--- config.mk ---
export PLATFORM = sky130hd
export DESIGN_NAME = pinc_load_unit
export DESIGN_NICKNAME = d
export VERILOG_FILES = /design/src/rtl/pinc_load_unit.sv
export SDC_FILE = /design/constraint.sdc
export NUM_CORES = 1
export LEC_CHECK = 0
export BUFFER_PORTS_ARGS = -buffer_cell sky130_fd_sc_hd__buf_2
export CAP_MARGIN = 10
export CORE_ASPECT_RATIO = 1.1
export CORE_MARGIN = 2
export CORE_UTILIZATION = 46
export CTS_CLUSTER_SIZE = 40
export DETAILED_ROUTE_END_ITERATION = 10
export PLACE_DENSITY = 0.78
export SLEW_MARGIN = 0
export SYNTH_ARGS = -nofsm -noshare
export SYNTH_HDL_FRONTEND = slang
export SYNTH_SLANG_ARGS = --single-unit
--- constraint.sdc ---
create_clock -name clk -period 3.3 [get_ports clk]
set_input_delay 0.165 -clock clk [delete_from_list [all_inputs] [get_ports clk]]
set_output_delay 0.165 -clock clk [all_outputs]
set_load 0.05 [all_outputs]
--- src/rtl/pinc_load_unit.sv ---
module pinc_load_unit #(
  parameter int XLEN   = 64,
  parameter int RIDX_W = 5,
  parameter int DISP_W = 16
) (
  input  logic              clk,
  input  logic              rst_n,
  input  logic              op_valid,
  output logic              op_ready,
  input  logic              op_half,
  input  logic              op_indexed,
  input  logic [RIDX_W-1:0] op_rt,
  input  logic [RIDX_W-1:0] op_ra,
  input  logic [XLEN-1:0]   op_ra_val,
  input  logic [XLEN-1:0]   op_rb_val,
  input  logic [DISP_W-1:0] op_disp,
  output logic              mem_req,
  output logic [XLEN-1:0]   mem_addr,
  output logic              mem_half,
  input  logic              mem_rvalid,
  input  logic [15:0]       mem_rdata,
  output logic              wb_valid,
  output logic [RIDX_W-1:0] wb_rt_idx,
  output logic [XLEN-1:0]   wb_rt_data,
  output logic [RIDX_W-1:0] wb_ra_idx,
  output logic [XLEN-1:0]   wb_ra_data,
  output logic              illegal
);

  typedef enum logic [1:0] {S_IDLE, S_REQ, S_WAIT, S_DONE} state_t;

  state_t            state;
  logic              half_q, illegal_q;
  logic [RIDX_W-1:0] rt_q, ra_q;
  logic [XLEN-1:0]   base_q, sum_q;
  logic [15:0]       data_q;

  wire              take   = op_valid && op_ready;
  wire              clash  = (op_rt == op_ra);
  wire [XLEN-1:0]   offset = op_indexed ? op_rb_val
                                        : {{(XLEN-DISP_W){op_disp[DISP_W-1]}}, op_disp};

  always_ff @(posedge clk) begin
    if (!rst_n) begin
      state     <= S_IDLE;
      illegal_q <= 1'b0;
      half_q    <= 1'b0;
      rt_q      <= '0;
      ra_q      <= '0;
      base_q    <= '0;
      sum_q     <= '0;
      data_q    <= '0;
    end else begin
      illegal_q <= take && clash;
      case (state)
        S_IDLE: if (take && !clash) begin
          state  <= S_REQ;
          half_q <= op_half;
          rt_q   <= op_rt;
          ra_q   <= op_ra;
          base_q <= op_ra_val;
          sum_q  <= op_ra_val + offset;
        end
        S_REQ:  state <= S_WAIT;
        S_WAIT: if (mem_rvalid) begin
          data_q <= mem_rdata;
          state  <= S_DONE;
        end
        default: state <= S_IDLE;
      endcase
    end
  end

  assign op_ready   = (state == S_IDLE);
  assign mem_req    = (state == S_REQ);
  assign mem_addr   = base_q;
  assign mem_half   = half_q;
  assign wb_valid   = (state == S_DONE);
  assign wb_rt_idx  = rt_q;
  assign wb_ra_idx  = ra_q;
  assign wb_ra_data = sum_q;
  assign wb_rt_data = half_q ? {{(XLEN-16){1'b0}}, data_q}
                             : {{(XLEN-8){1'b0}}, data_q[7:0]};
  assign illegal    = illegal_q;

  p_req_single_r1: assert property (@(posedge clk) disable iff (!rst_n)
    mem_req |=> !mem_req);
  p_byte_zext_r2: assert property (@(posedge clk) disable iff (!rst_n)
    (wb_valid && !mem_half) |-> (wb_rt_data[XLEN-1:8] == '0));
  p_half_zext_r3: assert property (@(posedge clk) disable iff (!rst_n)
    wb_valid |-> (wb_rt_data[XLEN-1:16] == '0));
  p_illegal_quiet_r7: assert property (@(posedge clk) disable iff (!rst_n)
    illegal |-> (!mem_req && !wb_valid));
  p_illegal_pulse_r7: assert property (@(posedge clk) disable iff (!rst_n)
    illegal |=> !illegal);
  p_busy_not_ready_r8: assert property (@(posedge clk) disable iff (!rst_n)
    (mem_req || wb_valid) |-> !op_ready);
  p_done_pulse_r9: assert property (@(posedge clk) disable iff (!rst_n)
    wb_valid |=> (!wb_valid && op_ready));
  p_done_after_resp_r9: assert property (@(posedge clk) disable iff (!rst_n)
    $rose(wb_valid) |-> $past(mem_rvalid));

endmodule

# Yosys cells after proc, flatten, opt, wreduce, memory -nomap -nowiden
# Cells that the tools add are included.
[op_classes] addsub=1 eq_ne=6 muxes=5 reduce_logical=8
[ops] op="$add A64 B64 Y64" count=1
[ops] op="$mux W64" count=1
[ops] op="$mux W16" count=1
[ops] op="$pmux W2 S3" count=1
[ops] op="$reduce_and A2 Y1" count=3
[ops] op="$eq A5 B5 Y1" count=1
[ops] op="$eq A2 B2 Y1 const B" count=2
[ops] op="$mux W2" count=2
[ops] op="$logic_and A1 B1 Y1" count=3
[ops] op="$eq A2 B1 Y1 const B" count=1
[ops] op="$logic_not A2 Y1" count=1
[ops] op="$ne A2 B1 Y1 const B" count=1
[ops] op="$ne A2 B2 Y1 const B" count=1
[ops] op="$logic_not A1 Y1" count=1
[totals] regBits=158 out_inout_bits=207

# Logic depth before layout (Yosys ltp)
# Gate-level depths: netlist of the first run.
[depth] word_depth=5 mapped_depth=17

# Worst setup path after synthesis of the first run
# OpenSTA, ideal clock, no wires.
[synth_timing] path_type="input-to-reg" start="in op_indexed" end="reg sum_q[63] (netlist: wb_ra_data[63])" setup_ps=137 arrival_time_ps=3492 slack_ps=-329 stages=14 path_buffers=2 path_cell_list="clkbuf_1 > buf_1 > mux2_2 > ha_1 > a21oi_2 > nor2_1 > or3b_1 > or3b_4 > a211oi_4 > a21oi_2 > a31oi_2 > nor2b_1 > o2111ai_1 > a41oi_2"
[synth_via] elab_chain_cells=2
[synth_rtl] item="start: declaration" line="11" text="input logic op_indexed,"
[synth_rtl] item="$mux W64" line="40" text="wire [XLEN-1:0] offset = op_indexed ? op_rb_val"
[synth_rtl] item="$add A64 B64 Y64" line="62" text="sum_q <= op_ra_val + offset;"
[synth_rtl] item="end signal: assignment" line="62"
[synth_rtl] item="end: declaration" line="35" text="logic [XLEN-1:0] base_q, sum_q;"
# Every way passes these cells.
# A chain may end at the register's enable or synchronous reset.

# Final worst setup path of the first run
[layout_timing] start="in op_ra_val[4]" end="reg sum_q[53] (netlist: wb_ra_data[53])"
[layout_via] elab_chain_cells=1
[layout_rtl] item="start: declaration" line="14" text="input logic [XLEN-1:0] op_ra_val,"
[layout_rtl] item="$add A64 B64 Y64" line="62"
# Every way passes these cells.

==> results.json, run 1 <==
{
  "synth_seq_area_share_pct": 30.2,
  "yosysWarnings": 0,
  "highest_layer": "met4",
  "grt_pass1_vias": 11754,
  "async_flop_share_pct": 0,
  "cts_made_buffers": 17,
  "met1Wirelength_um": 15100,
  "gp_congestion": 0.966,
  "synthFlopType": "dfxtp_1",
  "syn_area_um2": 10500,
  "regToRegSetupSlack_ns": 0.97,
  "dieArea_um2": 24000,
  "arrival_ns": 3.47,
  "synth-edff-count": 0,
  "peakVddDrop_v": 0.000361,
  "overflow": 0,
  "finalNetCount": 2193,
  "antenna_found_initial": 0,
  "post-route-min-period_ns": 3.12,
  "num_vias": 12077,
  "cts_buffer_depth": 2,
  "htreeDepth": 4,
  "wl_met2_um": 18200,
  "post-route-period-util_pct": 94.5,
  "root_buffer": "clkbuf_16",
  "stdcell_count": 2257,
  "hold_path_class": "in2reg",
  "dp_hpwl_um": 27100,
  "route.detailed.drc": 0,
  "hold-worst-slack_ns": 0.0126,
  "startpoint_type": "input port",
  "grt_setup_unrepaired": "false",
  "syn_inst": 1453,
  "finalHoldViolCount": 0,
  "skew_ns": 0.0164,
  "grt.total_usage_pct": 30.1,
  "core-area_um2": 22300,
  "syn_area_per_cell_um2": 7.20,
  "setup_viol": 0,
  "synth_area_leader_cell": "dfxtp_1",
  "port_buffers": 334,
  "relSlewSlack_pct": 44.5,
  "cp_max_fo": 5,
  "status": "finished, final reports clean",
  "cp_data_required_time_ns": 3.65,
  "power_density_nw_per_um2": 611,
  "worstMarginPinSlew_ns": 0.832,
  "areaGrowthSynthToFinish_pct": 40.2,
  "synth_top_area_share_pct": 30.2,
  "fillers": 1915,
  "final_layout_size_suffix_gt1_share_pct": 29.1,
  "critPathCaptureType": "flop",
  "ys_top_cells_by_area": "dfxtp_1 30%, nand2_1 15%, a21oi_1 9.5%",
  "rows": 57,
  "crit_type": "in2reg",
  "max-cap-violations": 0,
  "postRouteAntennaNets": 0,
  "worstHoldPathCells": 3,
  "avgViaCountPerCell": 5.35,
  "grt_pass1_wl_um": 58300,
  "clk_latency_ns": 0.44,
  "wl_um": 37400,
  "n_antenna_cell": 0,
  "clk_pin_slew_ns": 0.07,
  "drt_iter0_markers": 667,
  "grt_max_degree": 72,
  "met3_length_um": 2610,
  "cts_tree": "yes",
  "pin_count": 383,
  "p_leak_nw": 7.10,
  "dr.pass1.iters": 5,
  "synth_cell_types": 72,
  "fmax_mhz": 321,
  "wire_per_inst_um": 16.6,
  "rr_worst_depth": 6,
  "chipWidth_um": 148,
  "fp.dieH_um": 162,
  "synth_seq_cells": 158,
  "cts_sinks": 158,
  "place_inst": 2142,
  "initial_utilization_pct": 47.0,
  "fin_tns_setup_ns": 0,
  "drv_slew": 0
}
==> cell type report <==
cell class                      instances  area (µm²)  share of cell area [%]
Multi-Input combinational cell       1177        6670                    45.5
Sequential cell                       158        3160                    21.6
Tap cell                              295         369                    2.52
Timing Repair Buffer                  582        3830                    26.1
Clock inverter                         15         164                    1.12
Inverter                               13        51.3                   0.350
Clock buffer                           17         425                    2.90
==> critical path, cell delays in order <==
cell and delay, ns:
dlygate4sd3_1 0.53, buf_2 0.13, ha_1 0.35, a21o_1 0.19, nand2b_1 0.16, o211ai_1 0.29, or3b_4 0.45, a211oi_4 0.25
a21oi_2 0.14, a31oi_1 0.40, xnor2_1 0.19, nand2_1 0.08, a21oi_1 0.14
==> kinds of logic after synthesis <==
group / synth area share (%)
mux: 1.90
compound gates: 21.4
xor+xnor: 4.52
flops: 30.2
simple gates: 25.8
buf+inv: 7.97
other cells: 0.0358
fa+ha+maj: 8.20
==> sequential cells by signal, summed over array words and instances, names as in the netlist <==
name / count
data_q: 16
wb_rt_idx: 5
mem_half: 1
illegal: 1
wb_ra_data: 64
mem_addr: 64
state: 2
wb_ra_idx: 5
==> per-stage QoR <==
step	total power [mW]	area [µm²]	worst slack [ns]	util [%]
floorplan	5.55	10700	0.0107	-
global placement	6.79	13200	-0.106	59.5
detailed placement	6.84	13200	-0.161	59.5
CTS	8.94	14700	0.191	65.9
global route	9.41	14700	0.0274	65.9
finish	8.96	14700	0.181	65.9
==> report_power, final <==
part	switching, mW	total (mW)	internal (mW)
sequential	0.196	2.46	2.27
combinational	3.09	4.47	1.37
clock	1.01	2.03	1.02
total	4.30	8.96	4.66
==> per-layer routing <==
metal | vias up | global-route usage [%]
li1 | 5891 | -
met1 | 5530 | 35.3
met2 | 547 | 52.9
met3 | 109 | 5.87
met4 | 0 | 14.3
met5 | - | 0
==> path summary, 6_finish.rpt <==
check / from / to
setup / recovery: op_ra_val[4] / wb_ra_data[53]$_SDFFE_PN0P_
hold / removal: op_ra_val[45] / mem_addr[45]$_SDFFE_PN0P_
setup reg to reg: state[0]$_SDFFE_PN0P_ / wb_ra_data[52]$_SDFFE_PN0P_
hold reg to reg: wb_ra_data[61]$_SDFFE_PN0P_ / wb_ra_data[61]$_SDFFE_PN0P_
==> what timing repair did <==
action,4_1_cts,5_1_grt
hold buffers,83,0
resized for setup,0,1
setup endpoints to repair,0,1
hold endpoints to repair,83,0
buffers inserted,0,0
==> synthesized netlist by cell type (15+ instances only) <==
cell type,count
nand2_1,413
a21oi_1,198
dfxtp_1,158
clkbuf_1,87
ha_1,67
buf_4,56
nor2_1,47
o21ai_0,44
nand3_1,41
xnor2_1,35
a21o_1,31
nand4_1,31
xor2_1,19
a31oi_1,18
a21boi_0,15
and2_1,15
mux2_2,15
==> layout by cell type (no fill, tap or decap), drive strengths merged, types with 16 or more instances in the layout <==
cell / instances
ha: 67
inv: 22
xor2: 19
dlygate4sd3: 83
xnor2: 35
and2: 16
nand4: 31
clkbuf: 17
o21ai: 48
buf: 499
a31oi: 20
a21oi: 200
a21o: 31
conb: 48
nand2: 414
nor2: 47
nand3: 41
dfxtp: 158
Note: power is estimated with default switching activity, not from simulation.
==> inputs of run 2 (changes only) <==
Settings changed: PLACE_DENSITY 0.78 to default, PLACE_DENSITY_LB_ADDON from default to 0.15, SLEW_MARGIN 0 to default.
==> results.json, run 2 (same netlist as run 1, synthesis figures left out) <==
{
  "cts_made_buffers": 17,
  "postRouteAntennaNets": 0,
  "crit_path_top_delay_cell": "dlygate4sd3_1",
  "grt_max_degree": 76,
  "status": "finished, final reports clean",
  "peakVddDrop_v": 0.000371,
  "fp.dieH_um": 162,
  "cts_buffer_depth": 2,
  "cp_data_required_time_ns": 3.58,
  "hold-worst-slack_ns": 0.0110,
  "cp_max_fo": 2,
  "root_buffer": "clkbuf_16",
  "power_density_nw_per_um2": 607,
  "gp_congestion": 0.983,
  "p_leak_nw": 7.18,
  "seq_area_um2": 3160,
  "multi_input_area_um2": 6690,
  "setup_viol": 0,
  "cpLargestDelayFamily": "compound AO/OA/AOI/OAI gates",
  "arrival_ns": 3.36,
  "cp_num_buf_inv": 2,
  "hold_path_class": "in2reg",
  "worstPathCellList": "dlygate4sd3_1 -> buf_2 -> ha_1 -> a21oi_1 -> nand4b_1 -> a2111o_1 -> a211oi_2 -> o211ai_1 -> a21oi_1 -> nor2b_1 -> o31ai_1 -> mux2i_1 -> a21oi_1",
  "core-area_um2": 22300,
  "report.power.total_mw": 9.00,
  "avgViaCountPerCell": 5.27,
  "fillers": 2031,
  "cp_slowest_stage_delay_ns": 0.54,
  "final_common_cell": "nand2_1",
  "clk_pin_slew_ns": 0.08,
  "initial_utilization_pct": 47.0,
  "dp_hpwl_um": 27800,
  "worstMarginPinSlew_ns": 0.860,
  "finalNetCount": 2209,
  "wl_um": 37100,
  "pin_count": 383,
  "grt_setup_unrepaired": "true",
  "fmax_mhz": 325,
  "drv_slew": 0,
  "wire_per_inst_um": 16.3,
  "grt_pass1_wl_um": 58600,
  "route.detailed.drc": 0,
  "critPathCaptureType": "flop",
  "post-route-period-util_pct": 93.2,
  "dieArea_um2": 24000,
  "dr.pass1.iters": 5,
  "place_inst": 2155,
  "stdcell_count": 2275,
  "num_vias": 11999,
  "antenna_found_initial": 2,
  "clk_latency_ns": 0.44,
  "rows": 57,
  "post_cts_buffers": 0,
  "post-route-min-period_ns": 3.08,
  "startpoint_type": "input port",
  "grt.total_usage_pct": 30.2,
  "final_cell_mix": "413 x nand2_1, 334 x buf_2, 198 x a21oi_1, 173 x buf_4, 158 x dfxtp_1",
  "areaGrowthSynthToFinish_pct": 41.6,
  "port_buffers": 334,
  "htreeDepth": 4,
  "chipWidth_um": 148,
  "regToRegSetupSlack_ns": 0.98,
  "grt_pass1_vias": 11700,
  "fin_util_pct": 66.6,
  "path_common_cell": "a21oi_1",
  "cts_tree": "yes",
  "finalHoldViolCount": 0,
  "final_layout_size_suffix_gt1_share_pct": 29.6,
  "max-cap-violations": 0,
  "skew_ns": 0.0128,
  "drt_iter0_markers": 603,
  "crit_type": "in2reg",
  "cts_sinks": 158,
  "relSlewSlack_pct": 42.6,
  "overflow": 0,
  "fin_tns_setup_ns": 0
}
run 2: path summary, 6_finish.rpt:
check | startpoint | endpoint | cells after the start
worst max-delay path | op_ra_val[2] | wb_ra_data[42]$_SDFFE_PN0P_ | 13
worst min register to register | wb_ra_data[4]$_SDFFE_PN0P_ | wb_ra_data[4]$_SDFFE_PN0P_ | 2
worst min-delay path | op_ra_val[31] | mem_addr[31]$_SDFFE_PN0P_ | 3
worst max register to register | state[1]$_SDFFE_PN0P_ | wb_ra_data[34]$_SDFFE_PN0P_ | 5
run 2: timing repair:
action,4_1_cts,5_1_grt
hold buffers,86,0
hold endpoints to repair,86,0
resized for setup,0,4
setup endpoints to repair,0,10
run 2: metal layers:
metal	part of all wire (%)	wire length (µm)	global-route usage, %	vias up
met4	2.9	1060	10.3	0
met1	42	15500	36.9	5580
met5	0	0	0	-
met3	5.7	2100	4.58	61
li1	-	-	-	5940
met2	50	18400	54.1	418
run 2: final cells by class:
cell class	instances	share of cell area (%)
Multi-Input combinational cell	1177	45.1
Timing Repair Buffer	598	26.5
Sequential cell	158	21.3
Clock buffer	17	2.87
Tap cell	295	2.49
Clock inverter	15	1.28
Inverter	13	0.346
Antenna cell	2	0.0338
run 2: power by group:
group / total, mW / switching (mW) / leakage (nW) / internal (mW)
Clock: 2.05 / 1.02 / 0.294 / 1.03
Combinational: 4.49 / 3.08 / 5.59 / 1.40
Sequential: 2.46 / 0.196 / 1.29 / 2.27
Total: 9.00 / 4.30 / 7.18 / 4.70
run 2: worst register-to-register path: stages (launching register included):
cell	delay [ns]
dfxtp_1	0.33
inv_1	0.10
ha_1	0.33
and3_4	0.79
nand2_1	0.43
o21ai_0	0.26
run 2: stage by stage:
stage / area, µm² / setup WS, ns
finish: 14800 / 0.224
global placement: 13300 / -0.227
floorplan: 10700 / 0.0107
CTS: 14800 / 0.101
detailed placement: 13300 / -0.314
global route: 14800 / -0.00554
==> inputs of run 3 (changes only) <==
==> constraint.sdc (replaced) <==
create_clock -name clk -period 3.3 [get_ports clk]
set_input_delay 0.66 -clock clk [delete_from_list [all_inputs] [get_ports clk]]
set_output_delay 0.66 -clock clk [all_outputs]
set_load 0.05 [all_outputs]
==> results.json, run 3 (same netlist as run 1, synthesis figures left out) <==
{
  "cp_max_fo": 7,
  "initial_utilization_pct": 47.0,
  "overflow": 0,
  "crit_path_top_delay_cell": "or3b_4",
  "grt_pass1_vias": 11530,
  "fillers": 2051,
  "timing.rr.start": "state[0]$_SDFFE_PN0P_",
  "dp_hpwl_um": 28100,
  "cts_buffer_depth": 2,
  "route.detailed.drc": 0,
  "p_sw_mw": 4.38,
  "setup_viol": 0,
  "cts_tree": "yes",
  "cp-startpoint": "op_indexed",
  "clk_pin_slew_ns": 0.08,
  "root_buffer": "clkbuf_16",
  "areaGrowthSynthToFinish_pct": 44.4,
  "max-cap-violations": 0,
  "fp.dieH_um": 162,
  "status": "finished, final reports clean",
  "stdcell_count": 2279,
  "grt.total_usage_pct": 29.3,
  "met1Wirelength_um": 15200,
  "num_vias": 11895,
  "combinationalPowerShare_pct": 50.7,
  "swShare_pct": 47.5,
  "crit_type": "in2reg",
  "relSlewSlack_pct": 51.3,
  "finalHoldViolCount": 0,
  "core-area_um2": 22300,
  "dieArea_um2": 24000,
  "avgViaCountPerCell": 5.22,
  "met3_length_um": 2310,
  "fmax_mhz": 305,
  "hold_path_class": "in2reg",
  "p_leak_nw": 7.36,
  "postRouteAntennaNets": 0,
  "final_cell_mix": "411 x nand2_1, 333 x buf_2, 264 x buf_4, 186 x a21oi_1, 158 x dfxtp_1",
  "drt_iter0_markers": 567,
  "r2r-end": "wb_ra_data[10]$_SDFFE_PN0P_",
  "post-route-min-period_ns": 3.28,
  "antenna_found_initial": 0,
  "pin_count": 383,
  "wl_um": 36400,
  "p_int_mw": 4.84,
  "seq_power_share_pct": 26.6,
  "dr.pass1.iters": 5,
  "worstPathCellList": "buf_12 -> buf_12 -> mux2_4 -> ha_4 -> a21oi_4 -> or3b_4 -> or3b_4 -> a211oi_4 -> a21oi_4 -> a31oi_2 -> nor2b_1 -> o2111ai_1 -> a41oi_2",
  "wl_met2_um": 18000,
  "cts_sinks": 158,
  "cts_made_buffers": 17,
  "final_common_cell": "nand2_1",
  "drv_slew": 0,
  "htreeDepth": 4,
  "clock_power_share_pct": 22.7,
  "report.power.total_mw": 9.22,
  "worstHoldPathCells": 3,
  "wire_per_inst_um": 16.0,
  "skew_ns": 0.0104,
  "regToRegSetupSlack_ns": 1.03,
  "fin_util_pct": 67.9,
  "rr_worst_depth": 6,
  "arrival_ns": 3.57,
  "final_layout_size_suffix_gt1_share_pct": 36.7,
  "endpoint": "wb_ra_data[63]$_SDFFE_PN0P_",
  "grt_pass1_wl_um": 56800,
  "gp_congestion": 0.997,
  "startpoint_type": "input port",
  "cp_data_required_time_ns": 3.59,
  "chipWidth_um": 148,
  "port_buffers": 334,
  "peakVddDrop_v": 0.000368,
  "grt_setup_unrepaired": "true",
  "cts-hold-fix-buffers": 0,
  "critPathCaptureType": "flop",
  "cp_slowest_stage_delay_ns": 0.40,
  "worstMarginPinSlew_ns": 0.730,
  "finalNetCount": 2215,
  "n_antenna_cell": 0,
  "post-route-period-util_pct": 99.4,
  "clk_latency_ns": 0.44,
  "grt_max_degree": 60,
  "place_inst": 2239,
  "highest_layer": "met4",
  "power_density_nw_per_um2": 610,
  "rows": 57
}
[run 3: cell types whose count changed in the layout (fill, tap and decap cells not counted), sizes merged]
| cell | change |
|---|---|
| buf | +92 |
| clkinv | +1 |
| clkinvlp | -1 |
| diode | -2 |
| dlygate4sd3 | -86 |
[run 3: power by group through the flow]
stage | Clock [mW] | Combinational (mW) | Sequential [mW]
6_report | 2.09 | 4.67 | 2.45
5_1_grt | 2.19 | 5.01 | 2.49
4_1_cts | 2.12 | 4.59 | 2.45
3_5_place_dp | 0 | 4.53 | 2.49
3_3_place_gp | 0 | 4.50 | 2.48
2_1_floorplan | 0 | 1.97 | 3.62
[run 3: how the worst min path moves through the flow]
stage | from | end | slack, ns
floorplan | data_q[10]$_SDFFE_PN0P_ | data_q[10]$_SDFFE_PN0P_ | 0.43
global placement | wb_ra_data[5]$_SDFFE_PN0P_ | wb_ra_data[5]$_SDFFE_PN0P_ | 0.44
detailed placement | wb_ra_data[21]$_SDFFE_PN0P_ | wb_ra_data[21]$_SDFFE_PN0P_ | 0.44
CTS | mem_rdata[9] | data_q[9]$_SDFFE_PN0P_ | 0.44
global route | mem_rdata[10] | data_q[10]$_SDFFE_PN0P_ | 0.44
finish | mem_rdata[9] | data_q[9]$_SDFFE_PN0P_ | 0.45
[run 3: critical path, delay by kind of cell]
family                   cells  cell delay, ns
AO/OA/AOI/OAI                6            1.18
AND/OR/NAND/NOR              3            0.88
multiplexers                 1            0.31
adder cells (fa/ha/maj)      1            0.27
buffers and inverters        2            0.26
[run 3: per-stage QoR]
stage	cell area (µm²)	hold WS, ns	TNS, ns	worst slack, ns
5_1_grt	15100	0.444	-0.114	-0.0593
6_report	15100	0.447	0	0.0213
4_1_cts	14800	0.437	0	0.0303
2_1_floorplan	10800	0.432	-1.32	-0.269
3_5_place_dp	14100	0.442	-22.49	-0.703
3_3_place_gp	14100	0.436	-19.46	-0.624
[run 3: cell type report]
class / count / area (µm²) / area share (%)
Clock buffer: 17 / 425 / 2.81
Clock inverter: 15 / 209 / 1.38
Inverter: 13 / 51.3 / 0.339
Multi-Input combinational cell: 1177 / 7110 / 47.0
Sequential cell: 158 / 3160 / 20.9
Tap cell: 295 / 369 / 2.44
Timing Repair Buffer: 604 / 3790 / 25.1
[run 3: layer usage]
metal	global-route usage, %	vias up
li1	-	5932
met1	35.9	5502
met2	51.6	409
met3	5.31	52
met4	10.3	0
met5	0	-
[run 3: timing repair]
| item | CTS | global route |
|---|---|---|
| endpoints found under the setup margin | 32 | 26 |
| buffers inserted | 3 | 5 |
| pin swaps | 15 | 22 |
| gates resized for setup | 18 | 45 |
| cloned | 1 | 0 |
